[src/rtl/cal_pkg.sv]
package cal_pkg;

    typedef enum logic [2:0] {
        A_SEC   = 3'd0,
        A_MIN   = 3'd1,
        A_HOUR  = 3'd2,
        A_WDAY  = 3'd3,
        A_DATE  = 3'd4,
        A_MONTH = 3'd5,
        A_YEAR  = 3'd6,
        A_CTRL  = 3'd7
    } reg_addr_e;

    typedef struct packed {
        logic       carry;
        logic [7:0] val;
    } step_t;

    localparam int OSC_OFF_BIT   = 7;
    localparam int HR_MODE12_BIT = 6;
    localparam int HR_PM_BIT     = 5;

    function automatic logic [7:0] bcd_inc(input logic [7:0] x);
        if (x[3:0] == 4'd9) return {x[7:4] + 4'd1, 4'd0};
        return {x[7:4], x[3:0] + 4'd1};
    endfunction

    function automatic step_t bcd_step(input logic [7:0] x, input logic [7:0] last,
                                       input logic [7:0] first);
        step_t r;
        if (x == last) begin
            r.carry = 1'b1;
            r.val   = first;
        end else begin
            r.carry = 1'b0;
            r.val   = bcd_inc(x);
        end
        return r;
    endfunction

    function automatic step_t hour_next(input logic [7:0] h);
        step_t      r;
        logic       pm;
        logic [7:0] v;
        if (h[HR_MODE12_BIT]) begin
            pm = h[HR_PM_BIT];
            v  = {3'b000, h[4:0]};
            r.carry = 1'b0;
            if (v == 8'h11) begin
                r.val   = {2'b01, ~pm, 5'h12};
                r.carry = pm;
            end else if (v == 8'h12) begin
                r.val = {2'b01, pm, 5'h01};
            end else begin
                v     = bcd_inc(v);
                r.val = {2'b01, pm, v[4:0]};
            end
        end else begin
            r = bcd_step(h, 8'h23, 8'h00);
        end
        return r;
    endfunction

    function automatic logic leap_year(input logic [7:0] y);
        logic [7:0] b;
        b = ({4'd0, y[7:4]} * 8'd10) + {4'd0, y[3:0]};
        return (b[1:0] == 2'b00);
    endfunction

    function automatic logic [7:0] month_days(input logic [7:0] m, input logic [7:0] y);
        case (m)
            8'h02:                      return leap_year(y) ? 8'h29 : 8'h28;
            8'h04, 8'h06, 8'h09, 8'h11: return 8'h30;
            default:                    return 8'h31;
        endcase
    endfunction

endpackage

[src/rtl/cal_prescaler.sv]
module cal_prescaler #(
    parameter int PRESCALE_DIV = 32768
) (
    input  logic clk,
    input  logic rst,
    input  logic run,
    input  logic frac_tick,
    input  logic clr,
    output logic sec_step
);
    localparam int CNT_W = (PRESCALE_DIV > 1) ? $clog2(PRESCALE_DIV) : 1;
    localparam logic [CNT_W-1:0] LAST = CNT_W'(PRESCALE_DIV - 1);

    logic [CNT_W-1:0] cnt_q;
    logic             at_last;

    assign at_last  = (cnt_q == LAST);
    assign sec_step = run & frac_tick & at_last & ~clr;

    always_ff @(posedge clk) begin
        if (rst || clr)
            cnt_q <= '0;
        else if (run && frac_tick)
            cnt_q <= at_last ? '0 : cnt_q + CNT_W'(1);
    end

    // with a divider above one, two seconds never come back to back
    p_single_step_r3: assert property (@(posedge clk) disable iff (rst)
        (PRESCALE_DIV > 1) && sec_step |=> !sec_step);

endmodule

[src/rtl/cal_hms.sv]
module cal_hms
    import cal_pkg::*;
(
    input  logic       clk,
    input  logic       rst,
    input  logic       sec_step,
    input  logic       wr_en,
    input  reg_addr_e  wr_sel,
    input  logic [7:0] wr_data,
    output logic [7:0] sec_q,
    output logic [7:0] min_q,
    output logic [7:0] hour_q,
    output logic       day_step
);
    step_t sec_nx, min_nx, hr_nx;
    logic  min_en, hr_en;
    logic  wr_sec, wr_min, wr_hour;

    assign wr_sec  = wr_en && (wr_sel == A_SEC);
    assign wr_min  = wr_en && (wr_sel == A_MIN);
    assign wr_hour = wr_en && (wr_sel == A_HOUR);

    always_comb begin
        sec_nx   = bcd_step(sec_q, 8'h59, 8'h00);
        min_nx   = bcd_step(min_q, 8'h59, 8'h00);
        hr_nx    = hour_next(hour_q);
        min_en   = sec_step & sec_nx.carry;
        hr_en    = min_en & min_nx.carry;
        day_step = hr_en & hr_nx.carry;
    end

    always_ff @(posedge clk) begin
        if (rst) begin
            sec_q  <= 8'h00;
            min_q  <= 8'h00;
            hour_q <= 8'h00;
        end else begin
            if (wr_sec)        sec_q  <= wr_data;
            else if (sec_step) sec_q  <= sec_nx.val;
            if (wr_min)        min_q  <= wr_data;
            else if (min_en)   min_q  <= min_nx.val;
            if (wr_hour)       hour_q <= wr_data;
            else if (hr_en)    hour_q <= hr_nx.val;
        end
    end

    p_sec_wrap_r4: assert property (@(posedge clk) disable iff (rst)
        sec_step && sec_q == 8'h59 && !wr_en |=> sec_q == 8'h00);

    p_mode12_kept_r6: assert property (@(posedge clk) disable iff (rst)
        hr_en && hour_q[HR_MODE12_BIT] && !wr_hour |=> hour_q[HR_MODE12_BIT]);

    p_noon_pm_r6: assert property (@(posedge clk) disable iff (rst)
        hr_en && hour_q == 8'h51 && !wr_hour |=> hour_q == 8'h72);

    p_midnight_r5: assert property (@(posedge clk) disable iff (rst)
        hr_en && hour_q == 8'h23 && !wr_hour |=> hour_q == 8'h00);

endmodule

[src/rtl/cal_date.sv]
module cal_date
    import cal_pkg::*;
(
    input  logic       clk,
    input  logic       rst,
    input  logic       day_step,
    input  logic       wr_en,
    input  reg_addr_e  wr_sel,
    input  logic [7:0] wr_data,
    output logic [7:0] wday_q,
    output logic [7:0] date_q,
    output logic [7:0] month_q,
    output logic [7:0] year_q
);
    step_t date_nx, month_nx, year_nx;
    logic  month_en, year_en;

    always_comb begin
        date_nx  = bcd_step(date_q, month_days(month_q, year_q), 8'h01);
        month_nx = bcd_step(month_q, 8'h12, 8'h01);
        year_nx  = bcd_step(year_q, 8'h99, 8'h00);
        month_en = day_step & date_nx.carry;
        year_en  = month_en & month_nx.carry;
    end

    always_ff @(posedge clk) begin
        if (rst) begin
            wday_q  <= 8'h01;
            date_q  <= 8'h01;
            month_q <= 8'h01;
            year_q  <= 8'h00;
        end else begin
            if (wr_en && wr_sel == A_WDAY)       wday_q  <= wr_data;
            else if (day_step)                   wday_q  <= (wday_q == 8'h07) ? 8'h01 : wday_q + 8'h01;
            if (wr_en && wr_sel == A_DATE)       date_q  <= wr_data;
            else if (day_step)                   date_q  <= date_nx.val;
            if (wr_en && wr_sel == A_MONTH)      month_q <= wr_data;
            else if (month_en)                   month_q <= month_nx.val;
            if (wr_en && wr_sel == A_YEAR)       year_q  <= wr_data;
            else if (year_en)                    year_q  <= year_nx.val;
        end
    end

    p_wday_wrap_r7: assert property (@(posedge clk) disable iff (rst)
        day_step && wday_q == 8'h07 && !wr_en |=> wday_q == 8'h01);

    p_leap_feb_r8: assert property (@(posedge clk) disable iff (rst)
        day_step && month_q == 8'h02 && date_q == 8'h28 && year_q == 8'h24 && !wr_en
        |=> date_q == 8'h29);

    p_year_roll_r9: assert property (@(posedge clk) disable iff (rst)
        day_step && month_q == 8'h12 && date_q == 8'h31 && !wr_en
        |=> month_q == 8'h01 && year_q != $past(year_q));

endmodule

[src/rtl/bcd_rtc_core.sv]
module bcd_rtc_core
    import cal_pkg::*;
#(
    parameter int PRESCALE_DIV = 32768
) (
    input  logic       clk,
    input  logic       rst,
    input  logic       frac_tick,
    input  logic       wr_en,
    input  logic [2:0] wr_addr,
    input  logic [7:0] wr_data,
    output logic [7:0] sec_o,
    output logic [7:0] min_o,
    output logic [7:0] hour_o,
    output logic [7:0] wday_o,
    output logic [7:0] date_o,
    output logic [7:0] month_o,
    output logic [7:0] year_o,
    output logic       sec_tick
);
    reg_addr_e wr_sel;
    logic      osc_off_q;
    logic      sec_step, day_step, sec_wr;

    assign wr_sel = reg_addr_e'(wr_addr);
    assign sec_wr = wr_en && (wr_sel == A_SEC);

    always_ff @(posedge clk) begin
        if (rst) begin
            osc_off_q <= 1'b1;
            sec_tick  <= 1'b0;
        end else begin
            if (wr_en && wr_sel == A_CTRL) osc_off_q <= wr_data[OSC_OFF_BIT];
            sec_tick <= sec_step;
        end
    end

    cal_prescaler #(.PRESCALE_DIV(PRESCALE_DIV)) u_pre (
        .clk(clk), .rst(rst), .run(~osc_off_q), .frac_tick(frac_tick),
        .clr(sec_wr), .sec_step(sec_step)
    );

    cal_hms u_hms (
        .clk(clk), .rst(rst), .sec_step(sec_step), .wr_en(wr_en), .wr_sel(wr_sel),
        .wr_data(wr_data), .sec_q(sec_o), .min_q(min_o), .hour_q(hour_o),
        .day_step(day_step)
    );

    cal_date u_date (
        .clk(clk), .rst(rst), .day_step(day_step), .wr_en(wr_en), .wr_sel(wr_sel),
        .wr_data(wr_data), .wday_q(wday_o), .date_q(date_o), .month_q(month_o),
        .year_q(year_o)
    );

    p_frozen_r2: assert property (@(posedge clk) disable iff (rst)
        osc_off_q && !wr_en |=> $stable({sec_o, min_o, hour_o, wday_o, date_o, month_o, year_o}));

    p_tick_running_r3: assert property (@(posedge clk) disable iff (rst)
        sec_tick |-> $past(!osc_off_q));

endmodule

[config.mk]
export PLATFORM = sky130hd
export DESIGN_NAME = bcd_rtc_core
export DESIGN_NICKNAME = d
export VERILOG_FILES = /design/src/rtl/cal_pkg.sv /design/src/rtl/cal_prescaler.sv /design/src/rtl/cal_hms.sv /design/src/rtl/cal_date.sv /design/src/rtl/bcd_rtc_core.sv
export SDC_FILE = /design/constraint.sdc
export NUM_CORES = 1
export LEC_CHECK = 0
export BUFFER_PORTS_ARGS = -buffer_cell sky130_fd_sc_hd__buf_2
export CORE_MARGIN = 2
export CORE_UTILIZATION = 60
export CTS_CLUSTER_SIZE = 30
export DETAILED_ROUTE_END_ITERATION = 8
export HOLD_SLACK_MARGIN = 0.05
export PLACE_DENSITY = 0.95
export SLEW_MARGIN = 20
export SYNTH_ARGS = -nofsm -noshare
export SYNTH_HDL_FRONTEND = slang
export SYNTH_SLANG_ARGS = --single-unit
[constraint.sdc]
create_clock -name clk -period 4.05 [get_ports clk]
set_clock_uncertainty 0.2 [all_clocks]
set_input_delay 0.2025 -clock clk [delete_from_list [all_inputs] [get_ports clk]]
set_output_delay 0.2025 -clock clk [all_outputs]
set_load 0.02 [all_outputs]
**Word-level counts from Yosys, hierarchy flattened**

Index checks and enable logic that the tools add are counted.
W data, S select, Z words.

- Equal/unequal tests: 30
- Multiply operators: 1
- $add $sub $neg: 16
- Bitwise logic cells: 11
- Multiplexer cells: 58
- Reduce and logical (&&, ||, !) cells: 34

Operators with widths:

| cell | count |
|---|---|
| $mux W8 | 29 |
| $mux W9 | 6 |
| $add A4 B1 Y4 const B | 12 |
| $eq A4 B4 Y1 const B | 6 |
| $eq A8 B3 Y1 const B | 3 |
| $mux W1 | 18 |
| $eq A8 B5 Y1 const B | 2 |
| $eq A8 B7 Y1 const B | 2 |
| $pmux W8 S2 | 1 |
| $add A15 B1 Y15 const B | 1 |
| $eq A15 B15 Y1 const B | 1 |
| $mux W15 | 1 |
| $mux W5 | 3 |
| $reduce_bool A3 Y1 | 5 |
| $reduce_bool A2 Y1 | 7 |
| $eq A3 B3 Y1 const B | 4 |
| $reduce_and A2 Y1 | 6 |
| $eq A5 B5 Y1 const B | 2 |
| $logic_and A1 B1 Y1 | 9 |
| $add A8 B1 Y8 const B | 1 |
| $and A1 B1 Y1 | 8 |
| $eq A8 B2 Y1 const B | 1 |
| $eq A8 B4 Y1 const B | 1 |
| $eq A8 B6 Y1 const B | 1 |
| 16 further kinds | 20 |

- Logic and storage cells: 168
- Register bits: 73
- Bits of input ports: 15

**Depth between registers and ports, before layout**

- Word-level depth: 14
- Depth in mapped cells: 11

**Modules after synthesis**

A second synthesis with hierarchy kept.

- Cells, all modules: 605
- Area total of the unflattened synthesis: 4937.2 µm²

By module, submodules not included:

| module | times used | area each (µm²) | seq. area each (µm²) | cells each |
|---|---|---|---|---|
| cal_date | 1 | 2387.3 | 640.6 | 298 |
| cal_hms | 1 | 1727.9 | 480.5 | 212 |
| cal_prescaler | 1 | 739.5 | 300.3 | 86 |
| bcd_rtc_core | 1 | 82.6 | 40.0 | 9 |

**Least setup slack after synthesis**

OpenSTA, ideal clock, no wires.

- Path type: reg-to-reg
- Start: register u_date.month_q[4]
- End: register u_date.year_q[4]
- Arrival: 2.530 ns
- Stages on the path, launching flop included: 9
- Path buffers: 0
- Clock period less this slack: 2.861 ns
- Slack: 1.189 ns
- Cell sequence: dfxtp_1 ha_1 nand2_1 o32a_1 a2bb2oi_1 or4b_4 a2111oi_4 o221ai_1 nor3b_1

- Cells in the longest elaborated chain, start to end: 9
- Elaborated cells between the ends (all ways): 15
- Those cells by class: 7 x eq/ne; 3 x mux; 2 x bitwise; 3 x reduce/logical

Ends and longest elaborated chain:

| what | RTL line | RTL |
|---|---|---|
| start: declaration | cal_date.sv:12 | `output logic [7:0] month_q,` |
| start signal: assignment | cal_date.sv:37 | `if (wr_en && wr_sel == A_MONTH) month_q <= wr_data;` |
| start signal: assignment | cal_date.sv:38 | `else if (month_en) month_q <= month_nx.val;` |
| $eq A8 B3 Y1 (tied with other cells) | cal_pkg.sv:71 | `case (m)` |
| $reduce_or A4 Y1 | cal_pkg.sv:71 |  |
| $pmux W8 S2 | cal_pkg.sv:71 |  |
| $eq A8 B8 Y1 | cal_pkg.sv:31 | `if (x == last) begin` |
| $mux W9 | cal_pkg.sv:31 |  |
| $and A1 B1 Y1 | cal_date.sv:22 | `month_en = day_step & date_nx.carry;` |
| $and A1 B1 Y1 (*) | cal_date.sv:23 | `year_en = month_en & month_nx.carry;` |
| $reduce_bool A2 Y1 (no line) (*) | n/a |  |
| $reduce_and A2 Y1 (no line) (*) | n/a |  |
| end signal: assignment | cal_date.sv:39 | `if (wr_en && wr_sel == A_YEAR) year_q <= wr_data;` |
| end signal: assignment | cal_date.sv:40 | `else if (year_en) year_q <= year_nx.val;` |
| end: declaration | cal_date.sv:13 | `output logic [7:0] year_q` |

Every way passes the cells marked *; elsewhere a longest branch is shown, timed or not.
A chain may end at the register's enable or synchronous reset.

**Worst setup path in the final report**

- Start: register u_date.month_q[4]
- End: register u_date.date_q[1]

- Cells in the longest elaborated chain, start to end: 7
- Elaborated cells between the ends (all ways): 11
- Those cells by class: 6 x eq/ne; 4 x mux; 1 x reduce/logical

Ends and longest elaborated chain:

| what | RTL line | RTL |
|---|---|---|
| $eq A8 B3 Y1 (tied with other cells) | cal_pkg.sv:71 |  |
| $reduce_or A4 Y1 | cal_pkg.sv:71 |  |
| $pmux W8 S2 (*) | cal_pkg.sv:71 |  |
| $eq A8 B8 Y1 (*) | cal_pkg.sv:31 |  |
| $mux W9 (*) | cal_pkg.sv:31 |  |
| $mux W8 (*) | cal_date.sv:36 | `else if (day_step) date_q <= date_nx.val;` |
| $mux W8 (*) | cal_date.sv:35 | `if (wr_en && wr_sel == A_DATE) date_q <= wr_data;` |
| end signal: assignment | cal_date.sv:35 |  |
| end signal: assignment | cal_date.sv:36 |  |
| end: declaration | cal_date.sv:11 | `output logic [7:0] date_q,` |

Every way passes the cells marked *; elsewhere a longest branch is shown, timed or not. The select of a mux whose other input is x is not followed.

==> flow_summary.toml <==
[run_status]
run_status = "finished clean"

[setup_path]
worst_ep_arrival_time_ns = 3.34
r2r-end = "u_date.date_q[1]"
r2r_slack_ns = 0.78
timing.reg2reg.worst_path_depth = 8
critPathMaxFanout = 13
worst_r2r_startpoint = "u_date.month_q[4]"
required_ns = 4.12
worstSetupEndpointType = "flop"
timing.critical_path.from_type = "flop"
kind_of_critical_path = "reg2reg"

[logic_synthesis]
avgSynthCellArea_um2 = 7.92
synth_flop_cell = "dfxtp_1"
yosys_warnings = 0
synthDistinctLibCells = 74
async_reset_ff_share_pct = 0
synth_enable_flop_cells = 0
synthesis.nets = 624
number_of_instances_in_the_synthesized_netlist = 587
synth_seq_area_share_pct = 31.4
netlist_area_mm2 = 0.00465
synth-seq-cells = 73

[worst_hold_path]
hold_class = "in2reg"
holdPathEnd = "u_pre.cnt_q[0]"
timing.hold.worst_path_depth = 4
worst_hold_launch = "frac_tick"

[sta]
drv_slew = 0
setup_viol = 0
fin_crit_ns = 3.27
timing_worst_slew_pin_value_ns = 1.08
sum_of_negative_setup_slack_ns = 0
rsz0062_at_grt = "no"
slew_headroom_pct = 27.3
min_period_over_period_pct = 80.7
finalHoldViolations = 0
achievable-frequency_ghz = 0.306

[detailed_routing]
routedWlPerCell_um = 17.4
drt.antenna.violating_nets = 0
num_vias = 4913
routed_wl_mm = 13.2
route.detailed.vias_per_inst = 6.46
drtPass1Iterations = 5
detailedRoute.firstIterationViolations = 460
drc = 0

[placed_design]
placement.io_buffers = 71
place.gp.congestion = 0.962
post_detail_place_hpwl_mm = 9.14
placed_cell_area_mm2 = 0.00500

[global_routing]
grt_pass1_wl_mm = 21.6
grt_usage_pct = 31.7
antenna_found_initial = 0
grt-ovfl-total = 0
grt_pass1_vias = 4600
grt_start_max_net_pins = 61

[floorplanning]
cell_row_count = 32
fp.dieArea_mm2 = 0.00847
io_pins = 72
chipWidth_um = 92.0
die_h_um = 92.0
floorplan.initialDensity_pct = 61.1
design.core.area_mm2 = 0.00761

[clocking]
cts_tree = "done"
clk-insertion-delay-late_ns = 0.37
clock_tree.htree_level_count = 3
cts.repair_timing.setup_buffer_count = 0
cts_made_buffers = 9
clockBufferDepth = 2
numClockSinks = 73
path_clk_slew_ns = 0.09
clock_root_buffer = "clkbuf_8"

[power]
internal-power_mw = 1.04
power.net_switching_mw = 0.468
total_power_mw = 1.51
ir_drop_mv = 0.171
power_density_mw_per_mm2 = 286
combinationalPowerShare_pct = 12.5
switching_share_pct = 31.0
power.share.clock_pct = 36.5
power.leakage_nw = 2.01
p_seq_share_pct = 51.0

[cells_and_area]
area.growth.synth_to_final_pct = 13.5
finish.utilization_pct = 69.3
final_nets = 690
layout-drive-gt1-share_pct = 15.7
antenna_cells = 0
design_area_mm2 = 0.00528

[job]
number_of_max_cap_violations = 0
## routing by layer
layer	GRT usage, %	routed length [um]	up-vias
met5	0	0	-
met3	7.07	1230	43
met4	16.5	467	0
li1	-	-	2298
met2	53.7	6360	286
met1	37.4	5140	2286
## stage by stage
| step | worst slack [ns] | hold slack [ns] | cells |
|---|---|---|---|
| floorplan | 1.19 | 0.122 | 587 |
| global placement | 1.07 | 0.277 | 735 |
| detailed placement | 0.867 | 0.279 | 735 |
| CTS | 0.842 | 0.0536 | 760 |
| global route | 0.576 | 0.0736 | 760 |
| finish | 0.780 | 0.0559 | 760 |
## cell usage after synthesis (all sizes together) (9+ instances only)
master	instances	area [um2]
inv	18	67.6
nor4	9	56.3
a211oi	26	200
o21ai	24	120
dfxtp	73	1460
nor2	83	312
ha	22	275
clkbuf	18	68.8
nor3	25	136
nand3	30	163
nand2	47	176
buf	9	75.1
a21oi	35	175
xor2	13	114
and3	11	68.8
## logic make-up (layout without fill, tap and decap cells)
family / count (synthesis) / count (layout) / synth area share [%]
muxes: 9 / 9 / 1.97
DFF: 73 / 73 / 31.4
and+or+nand+nor: 270 / 270 / 30.2
xor gates and xnor gates: 20 / 20 / 3.77
AOI/OAI and AO/OA: 147 / 147 / 22.0
buffers and inverters: 46 / 117 / 4.76
adders and majority gates: 22 / 22 / 5.92
## power by group through the flow
stage | clock network [mW] | registers, mW | logic (mW)
final | 0.550 | 0.769 | 0.189
after global routing | 0.588 | 0.773 | 0.203
after floorplan | 0 | 0.800 | 0.101
after detailed placement | 0 | 0.785 | 0.177
after global placement | 0 | 0.783 | 0.172
after CTS | 0.553 | 0.768 | 0.185
## registers in the layout, summed over array words and instances (netlist names)
| signal | flops |
|---|---|
| u_hms.sec_q | 8 |
| sec_tick | 1 |
| u_hms.hour_q | 8 |
| osc_off_q | 1 |
| u_pre.cnt_q | 15 |
| u_date.month_q | 8 |
| u_date.wday_q | 8 |
| u_date.year_q | 8 |
| u_date.date_q | 8 |
| u_hms.min_q | 8 |
## cell usage in the layout (no fill, tap or decap), types with 7 or more instances in the layout
cell type	netlist	layout
nor2_1	83	83
dfxtp_1	73	73
buf_2	3	71
nand2_1	47	47
a21oi_1	35	35
nand3_1	29	29
a211oi_1	25	25
nor3_1	24	24
o21ai_0	22	22
ha_1	22	22
inv_1	18	18
xor2_1	13	13
and3_1	11	11
nor4_1	9	9
clkbuf_8	0	9
dlygate4sd3_1	1	9
mux2i_1	8	8
nand2b_1	8	8
a311oi_1	8	8
a22oi_1	8	8
a31oi_1	7	7
nor3b_1	7	7
nor2b_1	7	7
nand4_1	7	7
xnor2_1	7	7
## what timing repair did
| action | in CTS | in global routing |
|---|---|---|
| setup endpoints to repair | 0 | 0 |
| hold endpoints to repair | 32 | 0 |
| resized for setup | 0 | 0 |
| hold buffers | 9 | 0 |
## worst max-delay path, stage by stage, from the launching register on
cell and delay [ns]:
dfxtp_1 0.43, ha_1 0.21, nand2_1 0.06, o32a_1 0.29
a2bb2oi_1 0.15, o2111ai_1 0.46, nand2_1 0.46, or4_1 0.61
a211oi_1 0.29
## final cells by class
| type | instances | area, um2 |
|---|---|---|
| fillers | 592 | 2330 |
| well taps | 102 | 128 |
| multi-input cells | 468 | 2970 |
| clock inverters | 7 | 61.3 |
| inverters | 18 | 67.6 |
| flip-flops and latches | 73 | 1460 |
| repair buffers | 83 | 468 |
| clock buffers | 9 | 124 |
## how the worst max path moves through the flow
stage                            from                to  slack (ns)
finish              u_date.month_q[4]  u_date.date_q[1]        0.78
global route        u_date.month_q[4]  u_date.date_q[1]        0.58
CTS                 u_date.month_q[4]  u_date.date_q[1]        0.84
detailed placement  u_date.month_q[4]  u_date.date_q[1]        0.87
global placement    u_date.month_q[4]  u_date.date_q[1]        1.07
floorplan           u_date.month_q[4]  u_date.year_q[4]        1.19
Power figures use the tool's default switching activity.
